### config.mk
export PLATFORM = sky130hd
export DESIGN_NAME = vexu_top
export DESIGN_NICKNAME = d
export VERILOG_FILES = /design/src/rtl/vexu_pkg.sv /design/src/rtl/vexu_rf.sv /design/src/rtl/vexu_lane.sv /design/src/rtl/vexu_seq.sv /design/src/rtl/vexu_top.sv
export SDC_FILE = /design/constraint.sdc
export NUM_CORES = 2
export LEC_CHECK = 0
export ABC_AREA = 0
export BUFFER_PORTS_ARGS = -buffer_cell sky130_fd_sc_hd__clkbuf_2
export CAP_MARGIN = 40
export CORE_MARGIN = 4
export CORE_UTILIZATION = 50
export CTS_CLUSTER_DIAMETER = 120
export CTS_CLUSTER_SIZE = 28
export DETAILED_ROUTE_END_ITERATION = 8
export GPL_TIMING_DRIVEN = 1
export PLACE_DENSITY = 0.69
export SLEW_MARGIN = 0
export SYNTH_ARGS = -nofsm -noshare
export SYNTH_HDL_FRONTEND = slang
export SYNTH_SLANG_ARGS = --single-unit
### constraint.sdc
create_clock -name clk -period 32.2 [get_ports clk]
set_clock_uncertainty 0.05 [all_clocks]
set_input_delay 1.61 -clock clk [delete_from_list [all_inputs] [get_ports clk]]
set_output_delay 1.61 -clock clk [all_outputs]
set_load 0.005 [all_outputs]
### src/rtl/vexu_pkg.sv
package vexu_pkg;
   typedef enum logic [2:0] {
      OP_VSQRT = 3'd0,
      OP_VADD  = 3'd1,
      OP_SADD  = 3'd2,
      OP_SDIV  = 3'd3,
      OP_RMAX  = 3'd4,
      OP_RMIN  = 3'd5,
      OP_RSUM  = 3'd6,
      OP_RDOT  = 3'd7
   } vexu_op_e;

   function automatic logic is_reduce(vexu_op_e op);
      return (op == OP_RMAX) || (op == OP_RMIN) || (op == OP_RSUM) || (op == OP_RDOT);
   endfunction
endpackage

### src/rtl/vexu_rf.sv
module vexu_rf #(
   parameter int NREG  = 8,
   parameter int NELEM = 8,
   parameter int EW    = 16,
   localparam int RIW  = $clog2(NREG),
   localparam int EIW  = $clog2(NELEM)
) (
   input  logic           clk,
   input  logic           rst_n,
   input  logic [RIW-1:0] rd_a_reg,
   input  logic [RIW-1:0] rd_b_reg,
   input  logic [EIW-1:0] rd_elem,
   output logic [EW-1:0]  rd_a,
   output logic [EW-1:0]  rd_b,
   input  logic           we,
   input  logic [RIW-1:0] wr_reg,
   input  logic [EIW-1:0] wr_elem,
   input  logic [EW-1:0]  wr_data
);
   function automatic logic [EW-1:0] seed_val(int r, int e);
      int unsigned v;
      v = r * 4096 + e * 293 + 7;
      return EW'(v);
   endfunction

   logic [EW-1:0] mem [NREG][NELEM];

   assign rd_a = mem[rd_a_reg][rd_elem];
   assign rd_b = mem[rd_b_reg][rd_elem];

   for (genvar r = 0; r < NREG; r++) begin : g_reg
      for (genvar e = 0; e < NELEM; e++) begin : g_elem
         always_ff @(posedge clk or negedge rst_n) begin
            if (!rst_n)
               mem[r][e] <= seed_val(r, e);
            else if (we && wr_reg == RIW'(r) && wr_elem == EIW'(e))
               mem[r][e] <= wr_data;
         end
      end
   end
endmodule

### src/rtl/vexu_lane.sv
module vexu_lane
   import vexu_pkg::*;
#(
   parameter int EW  = 16,
   parameter int AW  = 32,
   localparam int RW = EW / 2,
   localparam int BW = $clog2(RW)
) (
   input  vexu_op_e       op,
   input  logic           first,
   input  logic [EW-1:0]  va,
   input  logic [EW-1:0]  vb,
   input  logic [EW-1:0]  sc,
   input  logic [AW-1:0]  acc_q,
   input  logic [RW-1:0]  root_q,
   input  logic [BW-1:0]  bitc,
   output logic [EW-1:0]  vec_res,
   output logic [RW-1:0]  root_nxt,
   output logic [AW-1:0]  acc_nxt,
   output logic           div_zero
);
   logic [RW-1:0] trial;
   logic [EW-1:0] trial_w, trial_sq;
   logic [AW-1:0] ext_a, prod, base;

   // one result bit per call: keep the trial bit if its square still fits
   always_comb begin
      trial    = root_q | (RW'(1) << bitc);
      trial_w  = EW'(trial);
      trial_sq = trial_w * trial_w;
      root_nxt = (trial_sq <= va) ? trial : root_q;
   end

   assign div_zero = (sc == '0);
   assign ext_a    = AW'(va);
   assign prod     = AW'(va) * AW'(vb);
   assign base     = first ? '0 : acc_q;

   always_comb begin
      case (op)
         OP_VSQRT: vec_res = EW'(root_nxt);
         OP_VADD:  vec_res = va + vb;
         OP_SADD:  vec_res = va + sc;
         OP_SDIV:  vec_res = div_zero ? '1 : va / sc;
         default:  vec_res = '0;
      endcase
   end

   always_comb begin
      case (op)
         OP_RMAX: acc_nxt = (first || ext_a > acc_q) ? ext_a : acc_q;
         OP_RMIN: acc_nxt = (first || ext_a < acc_q) ? ext_a : acc_q;
         OP_RSUM: acc_nxt = base + ext_a;
         OP_RDOT: acc_nxt = base + prod;
         default: acc_nxt = acc_q;
      endcase
   end
endmodule

### src/rtl/vexu_seq.sv
module vexu_seq
   import vexu_pkg::*;
#(
   parameter int NREG  = 8,
   parameter int NELEM = 8,
   parameter int EW    = 16,
   localparam int RIW  = $clog2(NREG),
   localparam int EIW  = $clog2(NELEM),
   localparam int RW   = EW / 2,
   localparam int BW   = $clog2(RW)
) (
   input  logic           clk,
   input  logic           rst_n,
   input  logic           start,
   input  logic [2:0]     opcode,
   input  logic [RIW-1:0] dst_sel,
   input  logic [RIW-1:0] srca_sel,
   input  logic [RIW-1:0] srcb_sel,
   input  logic [EW-1:0]  scalar_in,
   output logic           busy,
   output logic           done,
   output vexu_op_e       cur_op,
   output logic [RIW-1:0] cur_dst,
   output logic [RIW-1:0] cur_a,
   output logic [RIW-1:0] cur_b,
   output logic [EW-1:0]  cur_s,
   output logic [EIW-1:0] elem,
   output logic [BW-1:0]  bitc,
   output logic           elem_done,
   output logic           last
);
   logic accept;

   assign accept    = start && !busy;
   assign elem_done = busy && (cur_op != OP_VSQRT || bitc == '0);
   assign last      = elem_done && (elem == EIW'(NELEM - 1));

   always_ff @(posedge clk or negedge rst_n) begin
      if (!rst_n) begin
         busy    <= 1'b0;
         done    <= 1'b0;
         cur_op  <= OP_VADD;
         cur_dst <= '0;
         cur_a   <= '0;
         cur_b   <= '0;
         cur_s   <= '0;
         elem    <= '0;
         bitc    <= BW'(RW - 1);
      end else begin
         done <= last;
         if (accept) begin
            busy    <= 1'b1;
            cur_op  <= vexu_op_e'(opcode);
            cur_dst <= dst_sel;
            cur_a   <= srca_sel;
            cur_b   <= srcb_sel;
            cur_s   <= scalar_in;
            elem    <= '0;
            bitc    <= BW'(RW - 1);
         end else if (busy) begin
            if (elem_done) begin
               elem <= elem + 1'b1;
               bitc <= BW'(RW - 1);
               if (last) busy <= 1'b0;
            end else begin
               bitc <= bitc - 1'b1;
            end
         end
      end
   end
endmodule

### src/rtl/vexu_top.sv
module vexu_top
   import vexu_pkg::*;
#(
   parameter int NREG  = 8,
   parameter int NELEM = 8,
   parameter int EW    = 16,
   parameter int AW    = 32,
   localparam int RIW  = $clog2(NREG),
   localparam int EIW  = $clog2(NELEM),
   localparam int RW   = EW / 2,
   localparam int BW   = $clog2(RW)
) (
   input  logic           clk,
   input  logic           rst_n,
   input  logic           start,
   input  logic [2:0]     opcode,
   input  logic [RIW-1:0] dst_sel,
   input  logic [RIW-1:0] srca_sel,
   input  logic [RIW-1:0] srcb_sel,
   input  logic [EW-1:0]  scalar_in,
   output logic           busy,
   output logic           done,
   output logic           wb_valid,
   output logic [RIW-1:0] wb_reg,
   output logic [EIW-1:0] wb_elem,
   output logic [EW-1:0]  wb_data,
   output logic [AW-1:0]  scalar_out,
   output logic           div_err
);
   if (EW < 4 || (EW % 2) != 0) begin : g_bad_ew
      $error("vexu_top: EW must be even and at least 4");
   end
   if (AW < 2 * EW) begin : g_bad_aw
      $error("vexu_top: AW must hold a full product");
   end
   if (NREG < 2 || NELEM < 2 || (NELEM & (NELEM - 1)) != 0) begin : g_bad_shape
      $error("vexu_top: NREG >= 2 and NELEM a power of two >= 2 required");
   end

   vexu_op_e       cur_op;
   logic [RIW-1:0] cur_dst, cur_a, cur_b;
   logic [EW-1:0]  cur_s, va, vb, vec_res;
   logic [EIW-1:0] elem;
   logic [BW-1:0]  bitc;
   logic           elem_done, last, div_zero, red, vec_we;
   logic [RW-1:0]  root_q, root_nxt;
   logic [AW-1:0]  acc_q, acc_nxt;

   vexu_seq #(.NREG(NREG), .NELEM(NELEM), .EW(EW)) u_seq (
      .clk(clk), .rst_n(rst_n), .start(start), .opcode(opcode),
      .dst_sel(dst_sel), .srca_sel(srca_sel), .srcb_sel(srcb_sel),
      .scalar_in(scalar_in), .busy(busy), .done(done), .cur_op(cur_op),
      .cur_dst(cur_dst), .cur_a(cur_a), .cur_b(cur_b), .cur_s(cur_s),
      .elem(elem), .bitc(bitc), .elem_done(elem_done), .last(last)
   );

   assign red    = is_reduce(cur_op);
   assign vec_we = elem_done && !red;

   vexu_rf #(.NREG(NREG), .NELEM(NELEM), .EW(EW)) u_rf (
      .clk(clk), .rst_n(rst_n), .rd_a_reg(cur_a), .rd_b_reg(cur_b),
      .rd_elem(elem), .rd_a(va), .rd_b(vb), .we(vec_we),
      .wr_reg(cur_dst), .wr_elem(elem), .wr_data(vec_res)
   );

   vexu_lane #(.EW(EW), .AW(AW)) u_lane (
      .op(cur_op), .first(elem == '0), .va(va), .vb(vb), .sc(cur_s),
      .acc_q(acc_q), .root_q(root_q), .bitc(bitc), .vec_res(vec_res),
      .root_nxt(root_nxt), .acc_nxt(acc_nxt), .div_zero(div_zero)
   );

   always_ff @(posedge clk or negedge rst_n) begin
      if (!rst_n) begin
         root_q     <= '0;
         acc_q      <= '0;
         scalar_out <= '0;
         div_err    <= 1'b0;
         wb_valid   <= 1'b0;
         wb_reg     <= '0;
         wb_elem    <= '0;
         wb_data    <= '0;
      end else begin
         wb_valid <= vec_we;
         if (busy && cur_op == OP_VSQRT)
            root_q <= elem_done ? '0 : root_nxt;
         if (elem_done)
            acc_q <= acc_nxt;
         if (last && red)
            scalar_out <= acc_nxt;
         if (elem_done && cur_op == OP_SDIV && div_zero)
            div_err <= 1'b1;
         if (vec_we) begin
            wb_reg  <= cur_dst;
            wb_elem <= elem;
            wb_data <= vec_res;
         end
      end
   end
endmodule

-- Word-level counts from Yosys, hierarchy flattened
Index checks and enable logic that the tools add are counted.
- bits in latches: 0
- RAM bits: 0
- flip-flop bits (word level): 1156
- memories: 0
- word-level logic and storage cells: 249
- input bits: 31
- ROM bits: 0
- output and inout port bits: 58
- shift operators: 1
- reduce and logical (&&, ||, !) cells: 97
- bitwise logic cells: 4
- multiply operators: 2
- $add $sub $neg: 6
- div/mod/pow operators: 1
- magnitude comparators: 6
- mux-type cells: 30
- eq/ne operators: 21
- operators by type and width (kind ; number):
    binary-select mux 128 bit (select 3 bit) ; 2
    two-way mux 128 bit ; 4
    case mux 32 bit (4 select lines) ; 1
    binary-select mux 16 bit (select 3 bit) ; 2
    two-way mux 32 bit ; 3
    logical AND 1 bit ; 80
    two-way mux 16 bit ; 5
    case mux 16 bit (4 select lines) ; 1
    equality test 3 bit, second input constant ; 12
    adder 16 bit ; 2
    adder 32 x 16 -> 32 bit ; 1
    adder 32 bit ; 1
    greater-than comparator 16 x 32 -> 1 bit ; 1
    < comparator 16 x 32 -> 1 bit ; 1
    multiplier 16 x 16 -> 32 bit ; 1
    equality test 3 x 2 -> 1 bit, second input constant ; 6
    two-way mux 3 bit ; 6
    divider 16 x 16 -> 16 bit ; 1
    <= comparator 16 bit ; 1
    zero test 16 bit ; 1
    multiplier 8 x 8 -> 16 bit ; 1
    two-way mux 8 bit ; 2
    greater-or-equal comparator 4 bit, second input constant ; 3
    zero test 3 bit ; 4
    other kinds (12) ; 26

-- Depth between registers and ports, before layout
- depth after elaboration: 11
- mapped depth: 149
- depth with buffers taken out: 132

-- Modules after synthesis
Synthesis repeated with hierarchy kept, for this count alone.
- cells, all modules: 6766
- area total of the unflattened synthesis: 81612.0 µm²
- modules (own cells, without submodules) (module ; area an instance (µm²) ; seq. area each (µm²) ; cells an instance ; instances):
    vexu_rf ; 55220.5 ; 26125.1 ; 3582 ; 1
    vexu_lane ; 21331.7 ; 0.0 ; 2817 ; 1
    vexu_top ; 3613.5 ; 2402.3 ; 213 ; 1
    vexu_seq ; 1446.4 ; 905.9 ; 154 ; 1

-- Worst setup path before layout
Ideal clock, no wire load.
- kind: register -> register
- start point: reg u_seq.cur_a[1]
- end point: reg u_rf.mem[96] (netlist bit)
- stages on the path, launching flop included: 132
- arrival: 29.861 ns
- path buffers: 15
- clock period less this slack: 30.051 ns
- slack: 2.149 ns
- setup time: 0.140 ns
- data required time: 32.010 ns
- path through: dfrtp_1 buf_2 buf_2 buf_2 buf_2 buf_2 buf_2 mux4_2 mux2i_1 o221ai_1 o32ai_2 clkinv_1 ha_1 nand2_1 a21boi_1 ha_1 o21a_1 o211ai_1 [... 96 more ...] a211oi_1 o31a_1 o21ai_0 a21oi_1 clkbuf_1 mux2_2 ha_1 nor2b_1 o21ai_0 a21oi_1 o211ai_1 a21boi_0 o211ai_1 a31oi_1 a2111oi_0 clkbuf_1 clkbuf_1 a21oi_1
- cells in the longest elaborated chain, start to end: 10
- elaborated cells between the ends (all ways): 14
- classes of those cells: 2 x add/sub; 1 x div; 1 x order compare; 9 x mux; 1 x bitwise
- ends and longest elaborated chain (what ; line ; text):
    start, declared ; vexu_seq.sv:24 ; output logic [RIW-1:0] cur_a,
    start signal, assigned ; vexu_seq.sv:55 ; cur_a <= srca_sel;
    NOT 3 -> 4 bit (not written as such) (*) ; vexu_rf.sv:28 ; assign rd_a = mem[rd_a_reg][rd_elem];
    binary-select mux 128 bit (select 3 bit) (*) ; vexu_rf.sv:28 ;
    two-way mux 128 bit (not written as such) (*) (2 in series) ; vexu_rf.sv:28 ;
    binary-select mux 16 bit (select 3 bit) (*) ; vexu_rf.sv:28 ;
    two-way mux 16 bit (not written as such) (*) (2 in series) ; vexu_rf.sv:28 ;
    divider 16 x 16 -> 16 bit or <= comparator 16 bit (tied branches) ; vexu_lane.sv:44, vexu_lane.sv:31 ;
    two-way mux 16 bit or two-way mux 8 bit (tied branches) ; vexu_lane.sv:44, vexu_lane.sv:31 ;
    case mux 16 bit (4 select lines) (*) ; vexu_lane.sv:40 ; case (op)
    end signal, assigned by index ; vexu_rf.sv:35 ; mem[r][e] <= seed_val(r, e);
    end signal, assigned by index ; vexu_rf.sv:37 ; mem[r][e] <= wr_data;
    end, declared ; vexu_rf.sv:26 ; logic [EW-1:0] mem [NREG][NELEM];
Every way passes the cells marked *; elsewhere a longest branch is shown, timed or not. The select of a mux whose other input is x is not followed.
A chain may end at the register's enable or synchronous reset.

-- Worst setup path after layout
- start point: reg u_seq.cur_a[1]
- end point: reg u_rf.mem[832] (netlist bit)
Same word-level chain as after synthesis.

==> flow_summary_export.csv <==
group,metric,value,unit
outcome,status,"finished clean",
clocking,cts_tree,"done",
setup_path,critical-path-max-stage-delay,0.62,ns
setup_path,rrSetupSlack,1.84,ns
synth,synth_area_per_cell,10.2,um2
timing,maxSlewHeadroom,35.0,%
setup_path,cp_data_required_time,32.72,ns
floorplanning,fp.dieH,405,um
place,gp_congestion,1.00,
setup_path,crit_type,"flop to flop",
route,first_iter_violations,6630,
setup_path,timing.critical_path.buf_inv,11,
synth,synth-async-reset-ratio,100,%
power,sw_frac_of_total,49.9,%
synth,synth_seq_cells,1156,
setup_path,endpoint_kind,"flop",
route,wire_per_inst,26.8,um
finish,area_growth,6.44,%
global_route,antenna_found_initial,10,
place,io_buffers,88,
setup_path,cp.arrival,30.88,ns
place,dpl.hpwl,180000,um
timing,min_period,30.36,ns
global_route,track_usage,31.4,%
global_route,grt_max_degree,169,
global_route,grt_pass1_wl,390000,um
power,p_int,4.71,mW
finish,largest_reg_flops,1024,
flow_run,cap_violations,0,
power,p_comb_share,66.6,%
finish,top_regs,"u_rf.mem (1024), acc_q (32), scalar_out (32)",
route,drc,0,
floorplanning,dieArea,0.164,mm2
route,drt-vias-per-instance,6.39,
clocking,cts_buffers,51,
floorplanning,row_count,145,
route,postRouteWirelength,258000,um
finish,final_cell_area,0.0840,mm2
power,p_per_area,112,mW/mm2
finish,largest-register,"u_rf.mem",
floorplanning,die_w,405,um
power,p_clk_share,8.8,%
floorplanning,core_area,0.157,mm2
setup_path,startpoint_type,"flop",
route,antenna_left,0,
timing,clock.fmax,32.9,MHz
min_path,min_path_type,"flop to flop",
global_route,overflow,0,
timing,slew_viol_final,0,
global_route,grt_pass1_vias,61100,
synth,ys_types,96,
clocking,clock-sinks,1156,
power,seq_power_share,24.6,%
synth,ys_seq_area_share,37.3,%
timing,tightest_slew,0.975,ns
synth,synthFlopType,"dfrtp_1",
clocking,cts_buffer_depth,3,
timing,holdWs,0.437,ns
clocking,cts_hold_buf,0,
finish,layout.nets,8163,
setup_path,crit_fanout,65,
setup_path,path_delay_family,"compound AO/OA/AOI/OAI gates",
clocking,path_clk_slew,0.13,ns
timing,setup-violations-final,0,
synth,yosysWarningCount,0,
synth,syn_area,0.0790,mm2
setup_path,cp_slowest_cell,"dfrtp_4",
synth,synth-edff-count,0,
setup_path,cpMostUsedCell,"ha_1",
place,post_dp_cell_area,0.0822,mm2
synth,synth.net_count,8330,
floorplanning,start_util,50.4,%
power,p_sw,4.69,mW
timing,fin_crit_sh,94.3,%
route,dr.pass1.iters,9,
floorplanning,ios,89,
finish,final_layout_size_suffix_gt1_share,21.0,%
power,peakVddDrop,0.000115,V
synth,synthCells,7707,
clocking,h-tree-depth,2,
clocking,clock_latency,0.75,ns
timing,finalHoldViolCount,0,
power,p_leak,35.6,nW
clocking,root_buffer,"clkbuf_16",
route,vias,61600,
-- Yosys cell counts, types with 99 or more instances --
library cell / number / area share, %
dfrtp_1: 752 / 24
mux2i_1: 99 / 1.3
nand2_1: 1464 / 7.0
dfstp_2: 404 / 13
fa_1: 252 / 6.4
clkbuf_1: 443 / 2.1
mux4_2: 606 / 17
inv_1: 413 / 2.0
a21oi_1: 290 / 1.8
ha_1: 340 / 5.4
o21ai_0: 1093 / 6.9
nor2_1: 403 / 1.9
-- cells by family (layout without fill, tap and decap cells) --
| family | Yosys count | count (layout) | share of synthesized area (%) |
|---|---|---|---|
| xor gates and xnor gates | 131 | 131 | 1.45 |
| buffers and inverters | 987 | 863 | 5.01 |
| DFF | 1156 | 1156 | 37.3 |
| adders and majority gates | 592 | 592 | 11.8 |
| muxes | 777 | 777 | 19.6 |
| and+or+nand+nor | 2234 | 2234 | 11.7 |
| AOI/OAI and AO/OA | 1830 | 1830 | 13.3 |
| other | 0 | 3 | 0 |
-- worst register-to-register path, delay by kind of cell, from the launching register on --
family	cells	cell delay [ns]
and+or+nand+nor	18	3.99
muxes	9	2.91
DFF	1	0.62
adders and majority gates	16	4.63
AOI/OAI and AO/OA	68	15.73
buffers and inverters	11	2.26
-- final cells by class --
class                   count  area, um2
fillers                 13700      72500
inverters                 421       1580
clock buffers              83       1400
diodes                      3       7.51
repair buffers            346       2910
well taps                2058       2570
clock inverters            13        205
multi-input cells        5564      45900
flip-flops and latches   1156      29500
-- placed cells by master, fill, tap and decap left out, drive strengths merged, types with 76 or more instances in the layout --
cell type	instances
mux2i	100
nor2	403
dfrtp	752
clkbuf	170
fa	252
o21ai	1101
buf	259
dfstp	404
mux4	606
inv	426
nor3	77
a21o	76
xnor2	87
nand2	1464
a21oi	291
ha	340
-- per-layer routing --
metal,vias up,global-route usage (%),part of all wire (%)
li1,26800,-,-
met1,31100,41.8,39
met2,3026,49.3,46
met3,663,6.66,9.6
met4,10,15.4,5.9
met5,-,0,0.028
-- what timing repair did --
item                       in CTS  in global routing
setup endpoints to repair      65                130
resized for setup               2                 26
buffers inserted                1                  8
-- power by group through the flow --
stage / combinational [mW] / sequential [mW] / clock (mW)
floorplan: 4.35 / 2.15 / 0
global placement: 5.95 / 2.32 / 0
detailed placement: 6.08 / 2.33 / 0
CTS: 6.12 / 2.30 / 0.838
global route: 6.80 / 2.35 / 0.889
finish: 6.26 / 2.31 / 0.827
-- final timing paths --
path / end / depth (start not counted) / from
max: u_rf.mem[832] / 122 / u_seq.cur_a[1]
min: scalar_out[19] / 2 / scalar_out[19]
max reg2reg: u_rf.mem[832] / 122 / u_seq.cur_a[1]
min reg2reg: scalar_out[19] / 2 / scalar_out[19]
max in group asynchronous: u_rf.mem[556] / 8 / rst_n
min in group asynchronous: u_rf.mem[579] / 1 / rst_n
-- through the flow --
stage                     cells  worst slack [ns]  power, mW  TNS, ns  util (%)
after floorplan            7707              2.15       6.50        0         -
after global placement     9502             0.150       8.26        0      52.1
after detailed placement   9535           -0.0738       8.41    -1.60      52.5
after CTS                  9632             0.157       9.26        0      53.5
after global routing       9641           -0.0496       10.0   -0.664      53.7
final                      9644              1.84       9.40        0      53.7
(Power assumes the default switching activity.)
